File: src/rtl/pgmap_pkg.sv
package pgmap_pkg;
  localparam int unsigned PCT_W          = 7;
  localparam logic [6:0]  DEF_THRESH_PCT = 7'd38;
  localparam int unsigned PCT_SCALE      = 100;
endpackage

File: src/rtl/pgmap_first_set.sv
// Lowest-index set bit finder.
module pgmap_first_set #(
  parameter int unsigned W = 32
) (
  input  logic [W-1:0]         vec,
  output logic                 found,
  output logic [$clog2(W)-1:0] idx
);
  always_comb begin
    found = |vec;
    idx   = '0;
    for (int i = W - 1; i >= 0; i--) begin
      if (vec[i]) idx = ($clog2(W))'(i);
    end
  end
endmodule

File: src/rtl/pgmap_accuracy.sv
// Issued/useful counters and the threshold comparison.
module pgmap_accuracy #(
  parameter int unsigned CNT_W = 10,
  parameter int unsigned PCT_W = 7
) (
  input  logic             clk,
  input  logic             rst_n,
  input  logic             inc_issued,
  input  logic             inc_useful,
  input  logic [PCT_W-1:0] thresh,
  output logic             acc_ok
);
  localparam logic [CNT_W-1:0] CNT_MAX = {CNT_W{1'b1}};
  localparam int unsigned      PW      = CNT_W + PCT_W + 1;

  logic [CNT_W-1:0] issued_q, useful_q, i_sum, u_sum;
  logic [PW-1:0]    lhs, rhs;

  always_comb begin
    i_sum = (inc_issued && issued_q != CNT_MAX) ? issued_q + 1'b1 : issued_q;
    u_sum = (inc_useful && useful_q != CNT_MAX) ? useful_q + 1'b1 : useful_q;
  end

  always_ff @(posedge clk) begin
    if (!rst_n) begin
      issued_q <= '0;
      useful_q <= '0;
    end else if (i_sum == CNT_MAX) begin
      issued_q <= i_sum >> 1;
      useful_q <= u_sum >> 1;
    end else begin
      issued_q <= i_sum;
      useful_q <= u_sum;
    end
  end

  assign lhs    = PW'(useful_q) * PW'(pgmap_pkg::PCT_SCALE);
  assign rhs    = PW'(thresh) * PW'(issued_q);
  assign acc_ok = lhs > rhs;

  // the stored issued count never sits at the saturation value
  a_r8_halved_before_max: assert property (@(posedge clk) disable iff (!rst_n)
    issued_q != CNT_MAX);
  // issued moves by at most one step unless a halving occurred
  a_r7_issued_step: assert property (@(posedge clk) disable iff (!rst_n)
    !inc_issued |=> issued_q <= $past(issued_q));
endmodule

File: src/rtl/pgmap_prefetch_sched.sv
module pgmap_prefetch_sched #(
  parameter int unsigned N_ENT = 8,
  parameter int unsigned LINES = 32,
  parameter int unsigned TAG_W = 16,
  parameter int unsigned CNT_W = 10
) (
  input  logic                             clk,
  input  logic                             rst_n,
  input  logic                             thr_we,
  input  logic [pgmap_pkg::PCT_W-1:0]      thr_wdata,
  input  logic                             mark_valid,
  input  logic [TAG_W-1:0]                 mark_tag,
  input  logic [$clog2(LINES)-1:0]         mark_line,
  input  logic                             close_req,
  input  logic [TAG_W-1:0]                 close_tag,
  output logic                             busy,
  output logic                             close_ok,
  output logic                             pf_valid,
  input  logic                             pf_ready,
  output logic [TAG_W-1:0]                 pf_tag,
  output logic [$clog2(LINES)-1:0]         pf_line,
  input  logic                             demand_valid,
  input  logic [TAG_W-1:0]                 demand_tag,
  output logic                             pb_valid,
  output logic [TAG_W-1:0]                 pb_tag,
  output logic [$clog2(LINES)-1:0]         pb_line,
  input  logic                             pf_useful,
  output logic                             acc_ok
);
  localparam int unsigned LW = $clog2(LINES);
  localparam int unsigned EW = $clog2(N_ENT);

  // Line-mark table
  logic [N_ENT-1:0] valid_q, valid_n;
  logic [TAG_W-1:0] tag_q  [N_ENT];
  logic [TAG_W-1:0] tag_n  [N_ENT];
  logic [LINES-1:0] bits_q [N_ENT];
  logic [LINES-1:0] bits_n [N_ENT];
  logic [EW-1:0]    rank_q [N_ENT];   // 0 = most recently marked
  logic [EW-1:0]    rank_n [N_ENT];

  logic [pgmap_pkg::PCT_W-1:0] thr_q;

  // Close burst state
  logic             busy_q;
  logic [LINES-1:0] bv_q;
  logic [TAG_W-1:0] btag_q;

  logic             pb_valid_q;
  logic [TAG_W-1:0] pb_tag_q;
  logic [LW-1:0]    pb_line_q;

  logic [N_ENT-1:0] mark_hit, close_hit, dem_hit;
  logic             mhit_found, free_found, chit_found, dhit_found, dline_found, b_found;
  logic [EW-1:0]    mhit_idx, free_idx, cidx, didx, victim_idx, midx;
  logic [LW-1:0]    dline, b_line;

  logic close_acc, mark_ign, mark_go, dem_go, pb_go, pf_fire;

  for (genvar g = 0; g < N_ENT; g++) begin : g_cmp
    assign mark_hit[g]  = valid_q[g] && (tag_q[g] == mark_tag);
    assign close_hit[g] = valid_q[g] && (tag_q[g] == close_tag);
    assign dem_hit[g]   = valid_q[g] && (tag_q[g] == demand_tag);
  end

  pgmap_first_set #(.W(N_ENT)) u_mhit  (.vec(mark_hit),  .found(mhit_found), .idx(mhit_idx));
  pgmap_first_set #(.W(N_ENT)) u_free  (.vec(~valid_q),  .found(free_found), .idx(free_idx));
  pgmap_first_set #(.W(N_ENT)) u_chit  (.vec(close_hit), .found(chit_found), .idx(cidx));
  pgmap_first_set #(.W(N_ENT)) u_dhit  (.vec(dem_hit),   .found(dhit_found), .idx(didx));
  pgmap_first_set #(.W(LINES)) u_dline (.vec(bits_q[didx]), .found(dline_found), .idx(dline));
  pgmap_first_set #(.W(LINES)) u_bline (.vec(bv_q),      .found(b_found),    .idx(b_line));

  always_comb begin
    victim_idx = '0;
    for (int j = 0; j < N_ENT; j++) begin
      if (rank_q[j] == EW'(N_ENT - 1)) victim_idx = EW'(j);
    end
  end

  assign close_acc = close_req && !busy_q;
  assign mark_ign  = (close_acc && mark_tag == close_tag) || (busy_q && mark_tag == btag_q);
  assign mark_go   = mark_valid && !mark_ign;
  assign midx      = mhit_found ? mhit_idx : (free_found ? free_idx : victim_idx);
  assign dem_go    = demand_valid && !busy_q && !close_req;
  assign pb_go     = dem_go && dhit_found && dline_found;

  assign pf_valid = busy_q && b_found;
  assign close_ok = busy_q && !b_found;
  assign pf_fire  = pf_valid && pf_ready;
  assign pf_line  = b_line;
  assign pf_tag   = btag_q;
  assign busy     = busy_q;
  assign pb_valid = pb_valid_q;
  assign pb_tag   = pb_tag_q;
  assign pb_line  = pb_line_q;

  // Table update: close clear, piggyback clear, then mark (allocation may
  // reuse the entry just cleared, R2/R5).
  always_comb begin
    valid_n = valid_q;
    for (int i = 0; i < N_ENT; i++) begin
      tag_n[i]  = tag_q[i];
      bits_n[i] = bits_q[i];
      rank_n[i] = rank_q[i];
    end
    if (close_acc && chit_found) begin
      valid_n[cidx] = 1'b0;
      bits_n[cidx]  = '0;
    end
    if (pb_go) bits_n[didx][dline] = 1'b0;
    if (mark_go) begin
      if (!mhit_found) begin
        valid_n[midx] = 1'b1;
        tag_n[midx]   = mark_tag;
        bits_n[midx]  = '0;
      end
      bits_n[midx][mark_line] = 1'b1;
      for (int j = 0; j < N_ENT; j++) begin
        if (rank_q[j] < rank_q[midx]) rank_n[j] = rank_q[j] + EW'(1);
      end
      rank_n[midx] = '0;
    end
  end

  always_ff @(posedge clk) begin
    if (!rst_n) begin
      valid_q <= '0;
      for (int i = 0; i < N_ENT; i++) begin
        tag_q[i]  <= '0;
        bits_q[i] <= '0;
        rank_q[i] <= EW'(i);
      end
    end else begin
      valid_q <= valid_n;
      for (int i = 0; i < N_ENT; i++) begin
        tag_q[i]  <= tag_n[i];
        bits_q[i] <= bits_n[i];
        rank_q[i] <= rank_n[i];
      end
    end
  end

  always_ff @(posedge clk) begin
    if (!rst_n) begin
      busy_q     <= 1'b0;
      bv_q       <= '0;
      btag_q     <= '0;
      pb_valid_q <= 1'b0;
      pb_tag_q   <= '0;
      pb_line_q  <= '0;
      thr_q      <= pgmap_pkg::DEF_THRESH_PCT;
    end else begin
      if (close_acc) begin
        busy_q <= 1'b1;
        btag_q <= close_tag;
        bv_q   <= (chit_found && acc_ok) ? bits_q[cidx] : '0;
      end else if (busy_q) begin
        if (close_ok)     busy_q       <= 1'b0;
        else if (pf_fire) bv_q[b_line] <= 1'b0;
      end
      pb_valid_q <= pb_go;
      if (pb_go) begin
        pb_tag_q  <= tag_q[didx];
        pb_line_q <= dline;
      end
      if (thr_we) thr_q <= thr_wdata;
    end
  end

  pgmap_accuracy #(.CNT_W(CNT_W), .PCT_W(pgmap_pkg::PCT_W)) u_acc (
    .clk        (clk),
    .rst_n      (rst_n),
    .inc_issued (pf_fire || pb_go),
    .inc_useful (pf_useful),
    .thresh     (thr_q),
    .acc_ok     (acc_ok)
  );

  // a stalled line holds its value
  a_r3_hold_stalled: assert property (@(posedge clk) disable iff (!rst_n)
    (pf_valid && !pf_ready) |=> (pf_valid && $stable(pf_line) && $stable(pf_tag)));
  // lines leave in ascending order within a burst
  a_r3_ascending: assert property (@(posedge clk) disable iff (!rst_n)
    (pf_valid && pf_ready) |=> (!pf_valid || pf_line > $past(pf_line)));
  // close_ok is a single pulse that ends the busy window
  a_r5_ok_pulse: assert property (@(posedge clk) disable iff (!rst_n)
    close_ok |=> (!close_ok && !busy));
  // piggyback only follows a demand taken outside a close
  a_r6_pb_cause: assert property (@(posedge clk) disable iff (!rst_n)
    pb_valid |-> $past(demand_valid && !busy && !close_req));
endmodule

File: config.mk
export PLATFORM = sky130hd
export DESIGN_NAME = pgmap_prefetch_sched
export DESIGN_NICKNAME = d
export VERILOG_FILES = /design/src/rtl/pgmap_pkg.sv /design/src/rtl/pgmap_first_set.sv /design/src/rtl/pgmap_accuracy.sv /design/src/rtl/pgmap_prefetch_sched.sv
export SDC_FILE = /design/constraint.sdc
export NUM_CORES = 2
export LEC_CHECK = 0
export BUFFER_PORTS_ARGS = -buffer_cell sky130_fd_sc_hd__buf_2
export CAP_MARGIN = 10
export CORE_MARGIN = 3
export CORE_UTILIZATION = 40
export CTS_CLUSTER_SIZE = 24
export DETAILED_ROUTE_END_ITERATION = 12
export GPL_ROUTABILITY_DRIVEN = 1
export SYNTH_ARGS = -nofsm -noshare
export SYNTH_HDL_FRONTEND = slang
export SYNTH_SLANG_ARGS = --single-unit
File: constraint.sdc
create_clock -name clk -period 18.36 [get_ports clk]
set_input_delay 2.754 -clock clk [delete_from_list [all_inputs] [get_ports clk]]
set_output_delay 2.754 -clock clk [all_outputs]
set_load 0.02 [all_outputs]
---- Yosys cells after proc, flatten, opt, wreduce, memory -nomap -nowiden ----
Memories as Yosys holds them, arrays and structs flattened. A register that Yosys moved wholly into a read port is not among the register bits.
Index checks and enable logic that the tools add are counted.
storage, ports and cells
  output and inout bits ................... 47
  flip-flop bits (word level) ............. 90
  input bits .............................. 68
  memories ................................ 3
  memory bits (writable) .................. 408
  logic and storage cells ................. 390
operators by class
  muxes and demuxes ....................... 193
  $lt $le $gt $ge ......................... 25
  $add $sub $neg .......................... 10
  equal/unequal tests ..................... 37
  reductions and logical operators ........ 65
  multipliers ............................. 2
  bitwise operators ....................... 43
memories
  name    words  bits a word  rd ports  clocked after memory_dff  wr ports  RTL line                    source
  bits_q  8      32           10        0                         8         pgmap_prefetch_sched.sv:37  logic [LINES-1:0] bits_q [N_ENT];
  tag_q   8      16           9         1                         8         pgmap_prefetch_sched.sv:35  logic [TAG_W-1:0] tag_q [N_ENT];
  rank_q  8      3            9         0                         8         pgmap_prefetch_sched.sv:39  logic [EW-1:0] rank_q [N_ENT];
operators by type and width
  kind                   number
  $mux W256              5
  $and A256 B256 Y256    3
  $not A256 Y256         3
  $mux W32               17
  $eq A16 B16 Y1         26
  $demux W32 S3          4
  $mux W5                64
  $mux W128              2
  $or A256 B256 Y256     1
  $mux W3                65
  $mux W16               9
  $bwmux W128            1
  $reduce_or A32 Y1      2
  $demux W16 S3          1
  $logic_and A1 B1 Y1    47
  $and A32 B32 Y32       1
  $not A32 Y32           1
  $reduce_or A8 Y1       4
  $add A3 B1 Y3 const B  8
  $and A24 B24 Y24       1
  $lt A3 B3 Y1           8
  $mux W24               1
  $mux W8                3
  $not A24 Y24           1
  other kinds (31)       97

---- Depth between registers and ports, before layout ----
An unclocked memory read counts as a cell.
  depth after elaboration ................. 59
  gate-level depth with buffers ........... 33
  gate-level depth less buffers ........... 30

---- Modules after synthesis ----
Synthesis repeated with hierarchy kept, for this count alone.
unflattened totals
  cells, all modules ...................... 4223
  area total of the unflattened synthesis .. 34989.8 µm²
by module, submodules not included
  module                          instances  sequential area each (µm²)  area an instance (µm²)  cells an instance
  pgmap_prefetch_sched            1          9889.5                      29329.4                 3507
  pgmap_accuracy                  1          400.4                       4564.4                  534
  pgmap_first_set at u_bline ...  2          0.0                         385.4                   65
  pgmap_first_set at u_chit ...   4          0.0                         81.3                    13

---- Least setup slack after synthesis ----
OpenSTA, ideal clock, no wires.
  kind .................................... reg2out
  from .................................... reg u_acc.issued_q[5]
  to ...................................... out acc_ok
  stages on the path, launching flop included .. 27
  required time ........................... 15.606 ns
  path buffers ............................ 1
  arrival ................................. 5.485 ns
  setup slack ............................. 10.121 ns
  cells stage by stage .................... dfxtp_1 > clkbuf_1 > and2_1 > fa_1 > inv_1 > fa_1 > fa_1 > inv_1 > fa_1 > ha_1 > inv_1 > a21oi_1 > o21ai_0 > nand2_1 > a21oi_1 > o21ai_0 > a21oi_1 > o21ai_0 > a21oi_1 > o21bai_1 > a21o_1 > a21oi_1 > xnor2_1 > ha_1 > nand4_1 > o21a_1 > a21oi_1
on the way
  cells in the longest elaborated chain, start to end .. 2
RTL lines
  what                      RTL line                    source
  start: declaration        pgmap_accuracy.sv:16        logic [CNT_W-1:0] issued_q, useful_q, i_sum, u_sum;
  start signal: assignment  pgmap_accuracy.sv:29        issued_q <= i_sum >> 1;
  start signal: assignment  pgmap_accuracy.sv:32        issued_q <= i_sum;
  $mul A7 B10 Y17           pgmap_accuracy.sv:38        assign rhs = PW'(thresh) * PW'(issued_q);
  $gt A17 B17 Y1            pgmap_accuracy.sv:39        assign acc_ok = lhs > rhs;
  end: declaration          pgmap_prefetch_sched.sv:28  output logic acc_ok
No other way between the ends.

---- Final worst setup path ----
  from .................................... reg u_acc.issued_q[3]
  to ...................................... out acc_ok
The elaborated chain is that of the path after synthesis.

==> out/qor.csv <==
metric;value;unit
drv_cap;0;
min_from;pb_line[1]$_SDFFE_PN0P_;
final_hold_viol_count;0;
r2r_cells;17;
criticalPathCategory;reg -> out;
die_h;311;um
instances_no_fill;5847;
hold_buffers;0;
drt_iter0_drc;5023;
clock_skew;0.0362;ns
cts_sinks;514;
ant_nets;0;
cts_max_level;2;
ys_warn_count;0;
min_path_type;reg -> reg;
ys_types;102;
nets;4778;
drt-wirelength-per-cell;29.9;um
rows;111;
ios;115;
cts.path.max_buffers;3;
synthCells;4764;
start_util;40.5;%
syn2layout_area_growth;8.64;%
crit_top_cell;a21oi_1;
antenna_found_initial;9;
finalWirelength;175000;um
grt_use_total;34.5;%
cp_data_arrival_time;7.00;ns
critPathRequiredTime;15.61;ns
numCtsBuffers;61;
rsz0062_at_grt;false;
clkLatencyLatePin;0.70;ns
period_minus_slack;9.75;ns
status;finished, final reports clean;
vias;38000;
synth_ff_type;dfxtp_1;
drive_gt1_share;9.48;%
reg2reg_from;tag_q[2][10]$_SDFFE_PN0P_;
cts_tree;done;
peakVddDrop;0.0759;mV
setup_tns;0;ns
max_slew_margin;8.81;%
ys_ff_latch;514;
grt_max_degree;174;
reg2reg_slack;10.64;ns
leakage;15.1;nW
crit_path_end_kind;output port;
cellPowerDensity;69.4;mW/mm^2
hold_depth;2;
die_x;311;um
max_freq;0.103;GHz
finalPower;2.81;mW
syn-cell-area;0.0373;mm^2
firstDrtPassIters;9;
finalWeightedCongestion;1.07;
async_flop_share;0;%
setup_viol;0;
crit_slowest_cell;dfxtp_1;
cpPeakStageDelay;0.71;ns
grt_pass1_vias;35700;
start_kind;flop;
layout_setup_ws;8.61;ns
maxSlewViolCount;0;
finalCritPeriodShare;53.1;%
whs_endpoint;pb_line[1]$_SDFFE_PN0P_;
cts_setup_buffers;0;
io_buffers;114;
grt_overflow;0;
dpl_worst_slack;8.64;ns
dpl.hpwl;119000;um
coreArea;0.0921;mm^2
grt_pass1_wl;252000;um
cp_max_fo;14;
avgSynthCellArea;7.83;um^2
die-area;0.0969;mm^2
max_slew.worst_pin.slew;1.36;ns
clkTransAtPathRegs;0.06;ns
via_per_inst;6.50;
cts-root-buf;clkbuf_16;
dp.cells;5726;
synth_fp_nets;4994;
cts_resized;0;
rr_endpoint;bits_q[1][8]$_SDFF_PN0_;
route.detailed.drc;0;
synth_edf_count;0;
yosysSeqAreaShare;27.6;%
-- cells by family (layout without fill, tap and decap cells) --
logic type,after synthesis,after routing,share of synthesized area (%)
buffers and inverters,611,445,6.37
AND/OR/NAND/NOR,1617,1617,20.5
XOR/XNOR,458,458,10.8
adder cells (fa/ha/maj),162,162,6.32
flip-flops,514,514,27.6
AO/OA/AOI/OAI,1137,1137,21.2
multiplexers,265,265,7.27
other,0,6,0
-- per-stage QoR --
step	hold slack, ns	area (um^2)	util, %
3_5_place_dp	0.457	38400	41.7
5_1_grt	0.491	40500	44.0
6_report	0.473	40500	44.0
4_1_cts	0.473	40500	44.0
3_3_place_gp	0.455	38400	41.7
2_1_floorplan	0.440	37300	-
-- synthesized netlist by cell type (all sizes together), types with 19 or more instances --
master  instances  share of area, %
mux2           26              0.78
o21a          110               2.2
a21o           19              0.38
xnor2         293               6.9
a21oi         151               2.0
a22oi          26              0.52
mux2i         237               6.4
and2           57              0.96
dfxtp         514                28
a221oi         21              0.51
o211ai        117               2.4
nand4         105               1.8
a22o           36              0.85
xor2          165               3.9
nand3         125               1.7
nor4           58               1.1
o21bai         20              0.42
o22a           28              0.66
nor2          440               4.5
clkbuf        409               4.1
inv           129               1.3
nand2b         29              0.51
a31oi          98               1.7
ha            118               4.0
a32o           24              0.64
buf            72              0.95
and3           39              0.65
a211oi         22              0.44
fa             44               2.4
nand2         513               5.2
o21ai         228               3.1
o221ai         50               1.2
o22ai          58              0.97
or2            29              0.49
nor3          132               1.8
-- layout by cell type (no fill, tap or decap), types with 15 or more instances in the layout --
cell type  Yosys  routed
a211oi_1      22      22
a21o_1        19      18
a21oi_1      150     146
a221oi_1      20      20
a22o_1        36      35
a22oi_1       26      25
a31oi_1       97      97
a32o_1        24      24
and2_1        56      56
and3_1        39      39
buf_2         37     113
buf_4          6      85
clkbuf_16      0      61
clkinv_2       0      15
dfxtp_1      514     514
fa_1          44      44
ha_1         118     118
inv_1        129     128
mux2_2        25      25
mux2i_1      237     237
nand2_1      512     509
nand2b_1      28      27
nand3_1      125     124
nand3b_1      17      17
nand4_1      104     104
nor2_1       436     427
nor3_1       132     127
nor4_1        56      56
o211ai_1     117     117
o21a_1       110     110
o21ai_0      219     215
o21bai_1      18      17
o221ai_1      50      50
o22a_1        28      28
o22ai_1       58      58
or2_2         26      26
or3_1         16      16
xnor2_1      293     293
xor2_1       165     165
-- flip-flops by register name, indices dropped and copies added (netlist names) --
name and count:
bv_q 32, rank_q 24, pb_line 5, bits_q 256, pb_tag 16, tag_q 128, valid_q 8, u_acc.issued_q 10
busy 1, thr_q 7, pb_valid 1, pf_tag 16, u_acc.useful_q 10
-- per-layer routing --
layer / up-vias / global-route usage, % / part of all wire (%)
met5: - / 0.0988 / 0.015
met3: 729 / 10.3 / 13
met4: 4 / 22.4 / 8.1
met1: 18100 / 44.4 / 39
li1: 16500 / - / -
met2: 2673 / 50.0 / 41
-- critical path: cells and delay by family (launching register included) --
kind	cells	cell delay, ns
compound gates	12	1.99
xor+xnor	1	0.09
fa+ha+maj	6	2.18
buf+inv	4	0.34
flops	1	0.71
simple gates	5	1.02
-- layout make-up --
cell class / instances / area, um^2
multi-input cells: 3639 / 24800
clock buffers: 82 / 1740
inverters: 130 / 495
fillers: 9348 / 51600
clock inverters: 31 / 349
flip-flops and latches: 514 / 10300
repair buffers: 202 / 1250
diodes: 6 / 15.0
well taps: 1243 / 1560
-- where the power goes --
part           total [mW]  internal (mW)  switching, mW
registers            1.16           1.13         0.0323
logic               0.350          0.110          0.240
clock network        1.30          0.747          0.552
-- worst max-delay path by stage --
stage	from	end	slack, ns	cells past startpoint
floorplan	u_acc.issued_q[5]$_SDFF_PN0_	acc_ok	10.12	26
global placement	demand_tag[8]	bits_q[2][24]$_SDFF_PN0_	8.73	18
detailed placement	demand_tag[10]	bits_q[1][8]$_SDFF_PN0_	8.64	18
CTS	u_acc.issued_q[3]$_SDFF_PN0_	acc_ok	8.59	28
global route	u_acc.issued_q[3]$_SDFF_PN0_	acc_ok	7.96	28
finish	u_acc.issued_q[3]$_SDFF_PN0_	acc_ok	8.61	28
Note: power is estimated with default switching activity, not from simulation.
